**src/rtl/sid_pkg.sv**
```systemverilog
package sid_pkg;

    localparam logic [7:0] CMD_PROG = 8'hA5;
    localparam logic [7:0] CMD_LOCK = 8'h85;

    typedef enum logic [2:0] {
        ST_CMD,
        ST_ADDR,
        ST_DATA,
        ST_LOCK,
        ST_SKIP
    } sid_st_e;

    typedef struct packed {
        logic       en;
        logic [7:0] addr;
        logic [7:0] data;
    } sid_wr_t;

    function automatic logic [7:0] fac_byte(input int idx);
        return 8'hC0 + 8'(idx);
    endfunction

endpackage

```
**src/rtl/sid_nib_asm.sv**
```systemverilog
module sid_nib_asm (
    input  logic       clk,
    input  logic       rst,
    input  logic       clr,
    input  logic       nib_vld,
    input  logic [3:0] nib,
    output logic       byte_vld,
    output logic [7:0] byte_val
);
    logic       have_hi;
    logic [3:0] hi_q;

    always_ff @(posedge clk) begin
        if (rst || clr) begin
            have_hi  <= 1'b0;
            hi_q     <= '0;
            byte_vld <= 1'b0;
            byte_val <= '0;
        end else begin
            byte_vld <= 1'b0;
            if (nib_vld) begin
                if (!have_hi) begin
                    have_hi <= 1'b1;
                    hi_q    <= nib;
                end else begin
                    have_hi  <= 1'b0;
                    byte_vld <= 1'b1;
                    byte_val <= {hi_q, nib};
                end
            end
        end
    end
endmodule

```
**src/rtl/sid_busy_tmr.sv**
```systemverilog
module sid_busy_tmr #(
    parameter int CYCLES = 20
) (
    input  logic clk,
    input  logic rst,
    input  logic start,
    output logic busy,
    output logic done
);
    localparam int CW = $clog2(CYCLES + 1);

    logic [CW-1:0] cnt;

    always_ff @(posedge clk) begin
        if (rst) begin
            cnt <= '0;
        end else if (start) begin
            cnt <= CW'(CYCLES);
        end else if (cnt != '0) begin
            cnt <= cnt - CW'(1);
        end
    end

    assign busy = (cnt != '0);
    assign done = (cnt == CW'(1));
endmodule

```
**src/rtl/sid_id_store.sv**
```systemverilog
module sid_id_store
    import sid_pkg::*;
#(
    parameter int ID_BYTES    = 32,
    parameter int FACTORY_TOP = 8,
    localparam int AW         = $clog2(ID_BYTES)
) (
    input  logic          clk,
    input  logic          rst,
    input  sid_wr_t       wr,
    input  logic [AW-1:0] rd_addr,
    output logic [7:0]    rd_data
);
    logic [7:0] mem [ID_BYTES];

    always_ff @(posedge clk) begin
        if (rst) begin
            for (int i = 0; i < ID_BYTES; i++) begin
                mem[i] <= (i < FACTORY_TOP) ? fac_byte(i) : 8'hFF;
            end
        end else if (wr.en) begin
            mem[wr.addr[AW-1:0]] <= wr.data;
        end
    end

    assign rd_data = mem[rd_addr];
endmodule

```
**src/rtl/sid_prog_top.sv**
```systemverilog
module sid_prog_top
    import sid_pkg::*;
#(
    parameter int   ID_BYTES    = 32,
    parameter int   FACTORY_TOP = 8,
    parameter int   MAX_DATA    = 24,
    parameter int   BUSY_CYCLES = 20,
    parameter logic LOCK_INIT   = 1'b0,
    localparam int  AW          = $clog2(ID_BYTES)
) (
    input  logic          clk,
    input  logic          rst,
    input  logic          cs_n,
    input  logic          nib_vld,
    input  logic [3:0]    nib,
    input  logic          wen_set,
    input  logic [AW-1:0] rd_addr,
    output logic [7:0]    rd_data,
    output logic          busy,
    output logic          wel,
    output logic          locked
);
    logic       byte_vld;
    logic [7:0] byte_val;
    logic       cs_q, cs_rise;
    sid_st_e    st, nx_st;
    logic [7:0] ptr, nx_ptr, cnt, nx_cnt;
    sid_wr_t    wr_req;
    logic       go_prog, go_lock, tmr_done, lock_pend;

    sid_nib_asm u_asm (
        .clk(clk), .rst(rst), .clr(cs_n), .nib_vld(nib_vld), .nib(nib),
        .byte_vld(byte_vld), .byte_val(byte_val)
    );

    sid_busy_tmr #(.CYCLES(BUSY_CYCLES)) u_tmr (
        .clk(clk), .rst(rst), .start(go_prog || go_lock),
        .busy(busy), .done(tmr_done)
    );

    sid_id_store #(.ID_BYTES(ID_BYTES), .FACTORY_TOP(FACTORY_TOP)) u_store (
        .clk(clk), .rst(rst), .wr(wr_req), .rd_addr(rd_addr), .rd_data(rd_data)
    );

    assign cs_rise = cs_n && !cs_q;

    // Frame decode: a byte that completes in the same cycle as the
    // chip-select rise is still decoded before the frame is judged.
    always_comb begin
        nx_st  = st;
        nx_ptr = ptr;
        nx_cnt = cnt;
        wr_req = '0;
        if (byte_vld) begin
            unique case (st)
                ST_CMD: begin
                    if (busy)                       nx_st = ST_SKIP;
                    else if (byte_val == CMD_PROG)  nx_st = ST_ADDR;
                    else if (byte_val == CMD_LOCK)  nx_st = ST_LOCK;
                    else                            nx_st = ST_SKIP;
                end
                ST_ADDR: begin
                    if (int'(byte_val) >= FACTORY_TOP && int'(byte_val) < ID_BYTES
                        && wel && !locked) begin
                        nx_st  = ST_DATA;
                        nx_ptr = byte_val;
                        nx_cnt = '0;
                    end else begin
                        nx_st = ST_SKIP;
                    end
                end
                ST_DATA: begin
                    if (int'(cnt) < MAX_DATA && int'(ptr) < ID_BYTES) begin
                        wr_req.en   = 1'b1;
                        wr_req.addr = ptr;
                        wr_req.data = byte_val;
                        nx_ptr      = ptr + 8'd1;
                        nx_cnt      = cnt + 8'd1;
                    end
                end
                ST_LOCK: nx_st = ST_SKIP;
                default: nx_st = ST_SKIP;
            endcase
        end
    end

    assign go_prog = cs_rise && (nx_st == ST_DATA) && (nx_cnt != '0);
    assign go_lock = cs_rise && (nx_st == ST_LOCK);

    always_ff @(posedge clk) begin
        if (rst) begin
            cs_q      <= 1'b1;
            st        <= ST_CMD;
            ptr       <= '0;
            cnt       <= '0;
            wel       <= 1'b0;
            locked    <= LOCK_INIT;
            lock_pend <= 1'b0;
        end else begin
            cs_q <= cs_n;
            st   <= cs_n ? ST_CMD : nx_st;
            ptr  <= nx_ptr;
            cnt  <= nx_cnt;
            if (tmr_done)              wel <= 1'b0;
            else if (wen_set && !busy) wel <= 1'b1;
            if (go_lock)               lock_pend <= 1'b1;
            else if (tmr_done)         lock_pend <= 1'b0;
            if (tmr_done && lock_pend) locked <= 1'b1;
        end
    end
endmodule

```
**config.mk**
```make
export PLATFORM = sky130hd
export DESIGN_NAME = sid_prog_top
export DESIGN_NICKNAME = d
export VERILOG_FILES = /design/src/rtl/sid_pkg.sv /design/src/rtl/sid_nib_asm.sv /design/src/rtl/sid_busy_tmr.sv /design/src/rtl/sid_id_store.sv /design/src/rtl/sid_prog_top.sv
export SDC_FILE = /design/constraint.sdc
export NUM_CORES = 1
export LEC_CHECK = 0
export CAP_MARGIN = 20
export CORE_MARGIN = 3
export CORE_UTILIZATION = 40
export DETAILED_ROUTE_END_ITERATION = 8
export MAX_ROUTING_LAYER = met4
export PLACE_DENSITY = 0.59
export SLEW_MARGIN = 10
export SYNTH_ARGS = -nofsm -noshare
export SYNTH_HDL_FRONTEND = slang
export SYNTH_SLANG_ARGS = --single-unit
```
**constraint.sdc**
```tcl
create_clock -name clk -period 3.45 [get_ports clk]
set_input_delay 0.69 -clock clk [delete_from_list [all_inputs] [get_ports clk]]
set_output_delay 0.69 -clock clk [all_outputs]
set_load 0.05 [all_outputs]
```
## Word level (Yosys, flattened, before mapping)

Memories as Yosys holds them, arrays and structs flattened.
Index checks and enable logic that the tools add are counted.
Widths: inputs -> output; s select.

- Add/subtract/negate cells: 3
- $lt $le $gt $ge: 4
- Eq/ne operators: 9
- Mux-type cells: 30
- Bitwise gates (word level): 2
- Reductions and logical operators: 29

Operators by type and width:

| cell | number |
|---|---|
| $mux 17 | 3 |
| $mux 8 | 6 |
| $pmux 8 s2 | 2 |
| $add 8x1->8 const B | 2 |
| $eq 8x8->1 const B | 2 |
| $lt 8x6->1 const B | 2 |
| $mux 3 | 5 |
| $mux 5 | 3 |
| $logic_and 1x1->1 | 10 |
| $mux 1 | 10 |
| $eq 3x2->1 const B | 3 |
| $pmux 3 s3 | 1 |
| $ge 8x4->1 const B | 1 |
| $lt 8x5->1 const B | 1 |
| $reduce_bool 8->1 | 1 |
| $reduce_or 2->1 | 4 |
| $reduce_or 8->1 | 1 |
| $reduce_bool 2->1 | 3 |
| $eq 5x1->1 const B | 1 |
| $reduce_bool 5->1 | 1 |
| $sub 5x1->5 const B | 1 |
| $ne 2x2->1 const B | 2 |
| $reduce_and 2->1 | 2 |
| $reduce_and 4->1 | 1 |
| other kinds (5) | 9 |

- Register bits: 42
- Bits in writable memories: 256
- Input bits: 14
- Output and inout bits: 11
- Word-level logic and storage cells: 91
- Memories kept: 1

Memory list:

| name | depth | bits a word | rd ports | clocked after memory_dff | wr ports | line | text |
|---|---|---|---|---|---|---|---|
| u_store.mem | 32 | 8 | 1 | 0 | 32 | sid_id_store.sv:14 | `logic [7:0] mem [ID_BYTES];` |

## Logic depth before layout (Yosys ltp)

Gate-level depths: netlist of run 1.

- Depth in word-level cells: 12
- Mapped depth: 8
- Gate-level depth less buffers: 8

## Hierarchy

Synthesis of run 1 repeated with hierarchy kept, for this count alone.

- Cell total of the unflattened synthesis: 985
- Area, all modules: 13987.2 µm²

Modules (own cells, without submodules):

| module | instances | cells each | area each (µm²) | seq. area each (µm²) |
|---|---|---|---|---|
| sid_id_store | 1 | 745 | 11936.4 | 7687.4 |
| sid_prog_top | 1 | 156 | 1265.0 | 460.4 |
| sid_nib_asm | 1 | 57 | 535.5 | 280.3 |
| sid_busy_tmr | 1 | 27 | 250.2 | 100.1 |

## Least setup slack after synthesis of run 1

Ideal clock, no wire load.

- Path type: input to output
- Start: input port rd_addr[0]
- End: output port rd_data[0]
- Arrival: 2.750 ns
- Required time: 2.760 ns
- Path slack: 0.010 ns
- Stages: 5
- Buffers on the path: 2
- Path through: clkbuf_1 > buf_2 > mux4_2 > mux4_2 > mux2_2

- Word-level cells in the longest chain between the ends: 1

RTL lines:

| element | line | text |
|---|---|---|
| start: declaration | sid_prog_top.sv:17 | `input logic [AW-1:0] rd_addr,` |
| $mem_v2 32x8 | n/a |  |
| end: declaration | sid_prog_top.sv:18 | `output logic [7:0] rd_data,` |

Every way passes these cells.

## Worst setup path after layout of run 1

- Start: input port rd_addr[0]
- End: output port rd_data[4]

The elaborated chain is that of the path after synthesis.

==> results of run 1 <==
## Yosys cell counts, types with 5 or more instances
cell type,number
nor3_1,10
mux2_2,9
buf_1,5
or2_2,142
dfxtp_1,42
nand3_1,30
nor2_1,37
nand2b_1,46
and3_1,29
clkbuf_1,56
or3_1,24
a21oi_1,21
nand2_1,94
mux4_2,80
buf_2,9
o21ai_0,6
inv_1,5
nor2b_1,7
and2_1,6
edfxtp_1,256
## worst reg2reg max path: cells and delay by family (launching register included)
| kind | cells | cell delay [ns] |
|---|---|---|
| simple gates | 4 | 1.38 |
| compound gates | 1 | 0.44 |
| buf+inv | 1 | 0.23 |
| flops | 1 | 0.36 |
## cells by family (layout without fill, tap and decap cells)
family / after synthesis / count (layout) / synth area share (%)
xor+xnor: 4 / 4 / 0.253
mux: 93 / 93 / 14.0
buf+inv: 78 / 143 / 2.36
compound gates: 53 / 53 / 2.68
flops: 298 / 298 / 61.5
simple gates: 460 / 460 / 18.9
fa+ha+maj: 4 / 4 / 0.361
## sequential cells by signal, indices dropped and copies added, names as in the netlist, 3 cells and up
signal          count
u_tmr.cnt           5
u_asm.byte_val      8
st                  3
u_asm.hi_q          4
ptr                 8
u_store.mem       256
cnt                 8
## layout make-up
type | count | area [sq um]
clock inverters | 18 | 246
multi-input cells | 614 | 5020
flip-flops and latches | 298 | 8530
inverters | 5 | 18.8
repair buffers | 77 | 744
well taps | 448 | 561
fillers | 2967 | 17800
clock buffers | 43 | 906
## power by group through the flow
stage | registers (uW) | logic (uW) | clock network [uW]
after detailed placement | 4050 | 584 | 0
after global placement | 4050 | 573 | 0
after CTS | 3970 | 585 | 3810
after global routing | 3980 | 636 | 3950
after floorplan | 4050 | 393 | 0
final | 3970 | 583 | 3750
## through the flow
| stage | instance area, sq um | total power [uW] | utilization, % | setup slack [ns] |
|---|---|---|---|---|
| 6_report | 16000 | 8300 | 47.3 | 0.0767 |
| 5_1_grt | 16000 | 8560 | 47.3 | 0.0475 |
| 4_1_cts | 16000 | 8370 | 47.1 | 0.00471 |
| 3_5_place_dp | 14800 | 4630 | 43.7 | 0.00988 |
| 3_3_place_gp | 14800 | 4620 | 43.7 | 0.0430 |
| 2_1_floorplan | 13900 | 4440 | - | 0.00993 |
## routing by layer
metal | vias to the layer above | wire (microns) | GRT usage (%)
li1 | 3765 | - | -
met1 | 4266 | 16200 | 29.4
met2 | 374 | 16000 | 29.4
met3 | 53 | 2910 | 4.54
met4 | 0 | 731 | 5.02
met5 | - | 0 | -
## worst paths after layout
path,endpoint,slack [ns],cells past startpoint
worst min-delay path,u_asm.byte_val[7]$_SDFFE_PP0P_,0.47,2
worst max register to register,u_store.mem[22][6]$_SDFFCE_PN1P_,0.69,6
worst min register to register,u_asm.byte_val[7]$_SDFFE_PP0P_,0.47,2
worst max-delay path,rd_data[4],0.08,6
## repair_timing
item / in CTS / in global routing
setup endpoints to repair: 0 / 3
gates resized for setup: 0 / 1
setup buffers: 0 / 1
hold buffers: 0 / 0
==> summary.md, run 1 <==
| Metric | Value |
|---|---|
| Status | completed |
| Hold_sp | u_asm.hi_q[3]$_SDFFE_PP0P_ |
| Slew Limit Fails | 0 |
| Max clock buf depth | 3 |
| Crit start category | primary input |
| CP max-delay cell | mux4_2 |
| Final nets | 1048 |
| CTS Sinks | 298 |
| Synth warnings | 0 |
| Crit-path max FO | 9 |
| Top FF cell, synth | edfxtp_1 |
| Commonest non-fill, non-tap cells in the layout | edfxtp_1 (256), or2_2 (142), nand2_1 (94), mux4_2 (80), buf_4 (51) |
| Worst-skew pair later-pin latency | 0.54 ns |
| Area Growth Syn to Fin | 15.5% |
| Layout cell share with drive strength beyond 1 | 34.7% |
| Net Switching | 1870 uW |
| Post-synth top area cell | edfxtp_1 |
| First-pass detailed-route iteration total | 5 |
| Sequential share of the synthesized area | 61.5% |
| Worst path max stage delay | 0.55 ns |
| #FFs+latches synth | 298 |
| Mean routed wirelength per cell | 23.8 microns |
| Crit path from | rd_addr[0] |
| Combinational share of power | 7.0% |
| Final setup skew | 0.0361 ns |
| Share of the synthesized area in the top cell type | 55.4% |
| Mapped Nets | 1008 |
| Top delay family on crit path | multiplexers |
| Crit-path cells | buf_6 > buf_12 > mux4_2 > mux4_2 > mux2_2 > buf_4 |
| MaxCap Viol Count | 0 |
| FF-to-FF Start | cnt[3]$_SDFF_PP0_ |
| Hold slack | 0.469 ns |
| Most common cell on crit path | mux4_2 |
| PwrDens | 518 mW/mm^2 |
| Post-synth EDFFs | 256 |
| CP endpoint kind | output port |
| DRT Wirelength | 35800 microns |
| Initial DRC Count | 801 |
| Vias in the first global route | 8267 |
| H-Tree Depth | 2 |
| Final setup vio count | 0 |
| Most area-consuming cells after synthesis | edfxtp_1 (55%), mux4_2 (13%), or2_2 (6.4%), dfxtp_1 (6.1%), nand2_1 (2.5%) |
| Cell leakage power | 0.00451 uW |
| Flop pwr share | 47.9% |
| Remaining DRCs | 0 |
| Placed Cells | 1439 |
| Rel. slew slack | 43.6% |
| Most common cell after layout, fill and taps aside | edfxtp_1 |
| Hold Crit Class | register to register |
| Setup TNS Final | 0 ns |
| Hold Violations, Final | 0 |
| Die Footprint | 0.0370 sq mm |
| Core Area | 0.0339 sq mm |
| Worst-Margin Slew | 0.845 ns |
| Fmax | 0.296 GHz |
| IO Port Bufs | 24 |
| First-pass GRT wire length | 54100 microns |
| Mapped Cells | 990 |
| Post-layout minimum cycle time | 3.37 ns |
| Rows | 67 |
| Critical Path RT | 2.76 ns |
| DRT antenna net count | 0 |
| Largest net degree at the start of global routing | 48 |
| Sw frac | 22.5% |
| Total GRT Usage | 20.3% |
| CTS Root Cell | clkbuf_16 |
| Asr flop ratio synth | 0% |
| Mapped cell area | 0.0139 sq mm |
| Initial antenna violation count | 0 |
| Dpl hpwl | 24300 microns |
| Internal | 6430 uW |
| Syn avg cell area | 14.0 sq um |
| CTS tree | done |
| Die width | 192 microns |
| Inserted Diodes | 0 |
| # IOs | 25 |
| Fin cells | 1503 |
| Vias/cell | 5.63 |
| Worst-case vdd ir drop | 0.468 mV |
| Crit path DAT | 2.68 ns |
| Synth cell types | 59 |
| Critical path type | primary input to output port |
| Buf+Inv Stages, Crit Path | 3 |
| Initial core utilization | 41.0% |
| CTS clk-pin slew, worst paths | 0.06 ns |
| Total number of vias | 8458 |
| Final Wtd Congestion | 0.844 |
| Total CTS buffers | 34 |
| Clk pwr share | 45.1% |
| Final Cycle Share | 97.8% |
| RSZ-0062 raised after global routing | false |
| Grt ovf | 0 |
| DIE HEIGHT | 192 microns |
No activity file was read; power rests on OpenSTA's default activity.
==> inputs of run 2 (changes only) <==
--- a/config.mk
+++ b/config.mk
@@ -6,9 +6,12 @@
 export NUM_CORES = 1
 export LEC_CHECK = 0
 export CAP_MARGIN = 20
+export CORE_ASPECT_RATIO = 1.25
 export CORE_MARGIN = 3
 export CORE_UTILIZATION = 40
 export DETAILED_ROUTE_END_ITERATION = 8
+export GPL_TIMING_DRIVEN = 0
+export HOLD_SLACK_MARGIN = 0.03
 export MAX_ROUTING_LAYER = met4
 export PLACE_DENSITY = 0.59
 export SLEW_MARGIN = 10
==> run 2 against run 1 <==
Against the previous run:
- non-clock buffer count grew 18
- fmax shrank 2.0%
- clock skew shrank 0.011 ns
- worst hold slack gained 0.013 ns
- combinational power grew 1%
- global-route usage shrank 0.62 points
- setup slack lost 0.068 ns
- die area is essentially flat
- clock power shrank 9.3%
- wire length grew 0.35%
- design area shrank 1.5%
- sequential power is essentially flat
- largest power group unchanged
- highest routed layer unchanged
==> summary.md, run 2 (synthesized netlist as in run 1, its figures left out) <==
| Metric | Value |
|---|---|
| Largest net degree at the start of global routing | 16 |
| Initial DRC Count | 936 |
| CP max-delay cell | mux4_2 |
| Register area | 0.00853 sq mm |
| Total CTS buffers | 31 |
| MaxCap Viol Count | 0 |
| Crit-path cells | clkbuf_8 > buf_12 > mux4_2 > mux4_2 > mux2_2 > buf_2 |
| Cell leakage power | 0.00432 uW |
| Die width | 173 microns |
| Fin cells | 1532 |
| Post-CTS setup buffer count | 0 |
| Combinational share of power | 7.4% |
| Initial antenna violation count | 0 |
| Vias/cell | 5.50 |
| CTS Root Cell | clkbuf_16 |
| Commonest non-fill, non-tap cells in the layout | edfxtp_1 (256), or2_2 (142), nand2_1 (94), mux4_2 (80), clkbuf_1 (53) |
| Internal | 6110 uW |
| DRT antenna net count | 0 |
| Crit-path max FO | 10 |
| Flop pwr share | 49.9% |
| Inserted Diodes | 0 |
| Worst Setup EP | rd_data[3] |
| Max reg flops | 256 |
| Sw frac | 23.2% |
| Initial core utilization | 41.0% |
| FF-to-FF Start | st[0]$_SDFF_PP0_ |
| Most flops, register | u_store.mem |
| Vias in the first global route | 8316 |
| Layout Utilization | 46.6% |
| Dpl hpwl | 25600 microns |
| # IOs | 25 |
| Final setup skew | 0.0252 ns |
| Total GRT Usage | 19.7% |
| Core Area | 0.0339 sq mm |
| IO Port Bufs | 19 |
| Post-layout minimum cycle time | 3.44 ns |
| Final Wtd Congestion | 0.873 |
| Hold buffer count at CTS | 0 |
| Clk pwr share | 42.7% |
| Hold slack | 0.481 ns |
| Status | completed |
| Rows | 75 |
| Most common cell after layout, fill and taps aside | edfxtp_1 |
| Final Cycle Share | 99.7% |
| First-pass GRT wire length | 53800 microns |
| Worst-Margin Slew | 0.896 ns |
| Total number of vias | 8419 |
| CTS tree | done |
| Die Footprint | 0.0370 sq mm |
| Crit path from | rd_addr[0] |
| Hold Violations, Final | 0 |
| Worst-skew pair later-pin latency | 0.58 ns |
| Crit start category | primary input |
| Multi-input gate area in the final layout | 0.00505 sq mm |
| Layout cell share with drive strength beyond 1 | 31.2% |
| Setup TNS Final | 0 ns |
| Placed Cells | 1473 |
| FF-to-FF path depth | 7 |
| H-Tree Depth | 1 |
| Final setup vio count | 0 |
| Crit path DAT | 2.75 ns |
| Critical Path RT | 2.76 ns |
| Area Growth Syn to Fin | 13.7% |
| RSZ-0062 raised after global routing | false |
| Worst-case vdd ir drop | 0.433 mV |
| DRT Wirelength | 36000 microns |
| CTS clk-pin slew, worst paths | 0.06 ns |
| DIE HEIGHT | 214 microns |
| Mean routed wirelength per cell | 23.5 microns |
| Remaining DRCs | 0 |
| Net Switching | 1850 uW |
| CP endpoint kind | output port |
| Worst path max stage delay | 0.57 ns |
| # fillers | 2980 |
| Critical path type | primary input to output port |
| Grt ovf | 0 |
| Rel. slew slack | 40.0% |
| Reg2reg end | u_store.mem[28][5]$_SDFFCE_PN1P_ |
| Max clock buf depth | 3 |
| Fmax | 0.291 GHz |
| Final nets | 1063 |
| Slew Limit Fails | 0 |
| Hold Crit Class | register to register |
| CTS Sinks | 298 |
| First-pass detailed-route iteration total | 5 |
| PwrDens | 504 mW/mm^2 |
| R2R setup slack | 0.28 ns |
| Most common cell on crit path | mux4_2 |
-- run 2: changes by cell type in the layout (fill, tap and decap cells not counted), moves of 4 or more --
cell,previous run,this run
buf_2,2,16
buf_12,8,4
clkbuf_1,8,53
clkbuf_16,37,31
clkinv_1,3,7
buf_4,51,4
-- run 2: worst max-delay path: cells and delay by family --
| family | cells | cell delay (ns) |
|---|---|---|
| buffers and inverters | 3 | 0.63 |
| muxes | 3 | 1.41 |
-- run 2: per-stage QoR --
step | instance area (sq um) | total power (uW) | worst slack [ns]
6_report | 15800 | 7960 | 0.00898
5_1_grt | 15800 | 8180 | 0.00198
4_1_cts | 15800 | 8000 | 0.0120
3_5_place_dp | 14700 | 4620 | -1.11
3_3_place_gp | 14600 | 4610 | -1.11
2_1_floorplan | 13900 | 4440 | 0.00993
-- run 2: routing by layer --
| layer | track usage, % | routed length [microns] | up-vias |
|---|---|---|---|
| li1 | - | - | 3796 |
| met1 | 26.3 | 15400 | 4301 |
| met2 | 32.1 | 17900 | 264 |
| met3 | 2.28 | 1700 | 58 |
| met4 | 5.79 | 929 | 0 |
| met5 | - | 0 | - |
-- run 2: worst min path at each step --
stage | start | endpoint | slack (ns) | depth (start not counted)
global route | u_asm.hi_q[3]$_SDFFE_PP0P_ | u_asm.byte_val[7]$_SDFFE_PP0P_ | 0.49 | 2
finish | u_asm.hi_q[3]$_SDFFE_PP0P_ | u_asm.byte_val[7]$_SDFFE_PP0P_ | 0.48 | 2
detailed placement | u_asm.hi_q[3]$_SDFFE_PP0P_ | u_asm.byte_val[7]$_SDFFE_PP0P_ | 0.47 | 2
global placement | lock_pend$_SDFFE_PP0P_ | locked$_SDFFE_PP0P_ | 0.47 | 2
CTS | u_asm.hi_q[3]$_SDFFE_PP0P_ | u_asm.byte_val[7]$_SDFFE_PP0P_ | 0.48 | 2
floorplan | u_asm.hi_q[3]$_SDFFE_PP0P_ | u_asm.byte_val[7]$_SDFFE_PP0P_ | 0.44 | 2
-- run 2: repair_timing --
| action | CTS | global route |
|---|---|---|
| gates cloned | 0 | 0 |
| hold endpoints to repair | 0 | 0 |
| gates resized for setup | 76 | 8 |
| setup endpoints to repair | 9 | 12 |
-- run 2: cell type report --
| cell class | count | area share (%) |
|---|---|---|
| buffer | 73 | 2.68 |
| clock buffer | 36 | 5.03 |
| clock inverter | 22 | 1.42 |
| inverter | 5 | 0.119 |
| multi-input combinational | 614 | 32.0 |
| sequential | 298 | 54.0 |
| tap | 462 | 3.66 |
| timing repair buffer | 22 | 1.06 |
-- run 2: power groups by stage --
stage | combinational, uW | clock, uW | sequential [uW]
global route | 633 | 3570 | 3970
detailed placement | 574 | 0 | 4050
finish | 591 | 3400 | 3970
CTS | 595 | 3430 | 3970
global placement | 564 | 0 | 4040
floorplan | 393 | 0 | 4050
==> inputs of run 3 (changes only) <==
--- a/config.mk
+++ b/config.mk
@@ -7,13 +7,14 @@
 export LEC_CHECK = 0
 export CAP_MARGIN = 20
 export CORE_ASPECT_RATIO = 1.25
-export CORE_MARGIN = 3
+export CORE_MARGIN = 2
 export CORE_UTILIZATION = 40
 export DETAILED_ROUTE_END_ITERATION = 8
 export GPL_TIMING_DRIVEN = 0
 export HOLD_SLACK_MARGIN = 0.03
 export MAX_ROUTING_LAYER = met4
 export PLACE_DENSITY = 0.59
+export SKIP_CTS_REPAIR_TIMING = 1
 export SLEW_MARGIN = 10
 export SYNTH_ARGS = -nofsm -noshare
 export SYNTH_HDL_FRONTEND = slang
==> run 3 against run 2 <==
Against the previous run:
- non-clock buffer count is 1 higher
- fmax is 0.71% higher
- register-to-register slack better by 0.05 ns
- critical path depth stayed put
- first-iteration DRC count is 23% lower
- clock skew is 0.016 ns lower
- sequential cell count stayed put
- sequential share of layout area is 0.30 points higher
- global-route usage is 0.73 points higher
- setup slack better by 0.024 ns
- largest power group unchanged
==> summary.md, run 3 (synthesized netlist as in run 1, its figures left out) <==
| Metric | Value |
|---|---|
| Remaining DRCs | 0 |
| # fillers | 3043 |
| Area after DPL | 0.0147 sq mm |
| Largest net degree at the start of global routing | 15 |
| Worst-case vdd ir drop | 0.571 mV |
| Max clock buf depth | 3 |
| Crit path DAT | 2.73 ns |
| Fmax | 0.293 GHz |
| # IOs | 25 |
| CTS Sinks | 298 |
| Rows | 76 |
| Total GRT Usage | 20.4% |
| Final Wtd Congestion | 0.850 |
| CP endpoint kind | output port |
| Hold path depth | 2 |
| Reg2reg end | u_store.mem[28][7]$_SDFFCE_PN1P_ |
| IO Port Bufs | 19 |
| Critical path type | primary input to output port |
| Hold_sp | u_asm.hi_q[3]$_SDFFE_PP0P_ |
| CTS clk-pin slew, worst paths | 0.06 ns |
| Critical Path RT | 2.76 ns |
| Cell leakage power | 0.00428 uW |
| First-pass GRT wire length | 52500 microns |
| Final setup vio count | 0 |
| Final Cycle Share | 99.0% |
| Dpl hpwl | 25500 microns |
| Vias in the first global route | 8271 |
| Core Area | 0.0343 sq mm |
| Die width | 171 microns |
| Hold endpoint | u_asm.byte_val[7]$_SDFFE_PP0P_ |
| DRT Wirelength | 35000 microns |
| MaxCap Viol Count | 0 |
| Mean routed wirelength per cell | 22.8 microns |
| Most flops, register | u_store.mem |
| Post-layout minimum cycle time | 3.42 ns |
| Register area | 0.00853 sq mm |
| Final nets | 1063 |
| Vias/cell | 5.38 |
| First-pass detailed-route iteration total | 5 |
| Rel. slew slack | 39.1% |
| Setup TNS Final | 0 ns |
| Most common cell after layout, fill and taps aside | edfxtp_1 |
| FF-to-FF Start | st[0]$_SDFF_PP0_ |
| Area Growth Syn to Fin | 13.1% |
| CTS tree | done |
| R2R setup slack | 0.33 ns |
| Worst-Margin Slew | 0.914 ns |
| Hold Violations, Final | 0 |
| Final setup skew | 0.00888 ns |
| Die Footprint | 0.0362 sq mm |
| Total Power | 7710 uW |
| Layout cell share with drive strength beyond 1 | 30.6% |
| Grt ovf | 0 |
| Slew Limit Fails | 0 |
| Design area | 0.0157 sq mm |
| Total number of vias | 8276 |
| Initial DRC Count | 722 |
| Inserted Diodes | 0 |
| PwrDens | 492 mW/mm^2 |
| DIE HEIGHT | 212 microns |
| Crit start category | primary input |
| DRT antenna net count | 0 |
| Initial antenna violation count | 1 |
| CTS Root Cell | clkbuf_16 |
| Commonest non-fill, non-tap cells in the layout | edfxtp_1 (256), or2_2 (142), nand2_1 (94), mux4_2 (80), clkbuf_1 (55) |
| Max reg flops | 256 |
| Worst-skew pair later-pin latency | 0.56 ns |
| FF-to-FF path depth | 7 |
| Hold Crit Class | register to register |
| RSZ-0062 raised after global routing | false |
| Status | completed |
| Crit-path max FO | 10 |
| Total CTS buffers | 30 |
| Initial core utilization | 40.4% |
| Multi-input gate area in the final layout | 0.00504 sq mm |
| H-Tree Depth | 1 |
run 3: changes by cell type in the layout (fill, tap and decap cells not counted), sizes merged:
cell and delta:
clkinv -4, inv +1, bufinv -2, clkinvlp +1, clkbuf +7, buf -4
run 3: how the worst max path moves through the flow:
| stage | start | endpoint | cells past startpoint |
|---|---|---|---|
| final | rd_addr[0] | rd_data[1] | 6 |
| after global routing | rd_addr[1] | rd_data[6] | 6 |
| after CTS | rd_addr[0] | rd_data[6] | 6 |
| after detailed placement | rd_addr[0] | rd_data[6] | 6 |
| after global placement | rd_addr[0] | rd_data[6] | 6 |
| after floorplan | rd_addr[0] | rd_data[0] | 5 |
run 3: worst max-delay path: stages:
cell      delay [ns]
buf_6           0.18
buf_6           0.23
mux4_2          0.57
mux4_2          0.49
mux2_2          0.31
clkbuf_2        0.25
run 3: per-stage QoR:
step | hold WS, ns | setup WS [ns] | util [%] | instances
final | 0.478 | 0.0332 | 45.7 | 1537
after detailed placement | 0.470 | -1.12 | 42.8 | 1480
after CTS | 0.480 | -1.12 | 45.5 | 1536
after floorplan | 0.443 | 0.00993 | - | 990
after global placement | 0.456 | -1.13 | 42.7 | 1477
after global routing | 0.494 | 0.00209 | 45.7 | 1537
run 3: cell type report:
cell class / count / share of cell area (%)
repair buffers: 23 / 1.12
plain buffers: 73 / 2.57
clock inverters: 18 / 0.901
inverters: 5 / 0.120
well taps: 468 / 3.73
clock buffers: 38 / 5.11
flip-flops and latches: 298 / 54.3
multi-input cells: 614 / 32.1
run 3: where the power goes:
part	internal (uW)	switching (uW)	leakage [uW]
combinational	220	352	0.00162
sequential	3940	32.7	0.00220
clock	1790	1380	0.000459
total	5950	1760	0.00428
run 3: per-layer routing:
layer	share of wire, %	routed length, microns	global-route usage (%)	up-vias
met3	5.6	1970	3.00	49
met4	3.0	1050	6.57	0
met2	49	17200	33.6	258
li1	-	-	-	3793
met1	42	14700	26.3	4176
met5	0	0	-	-
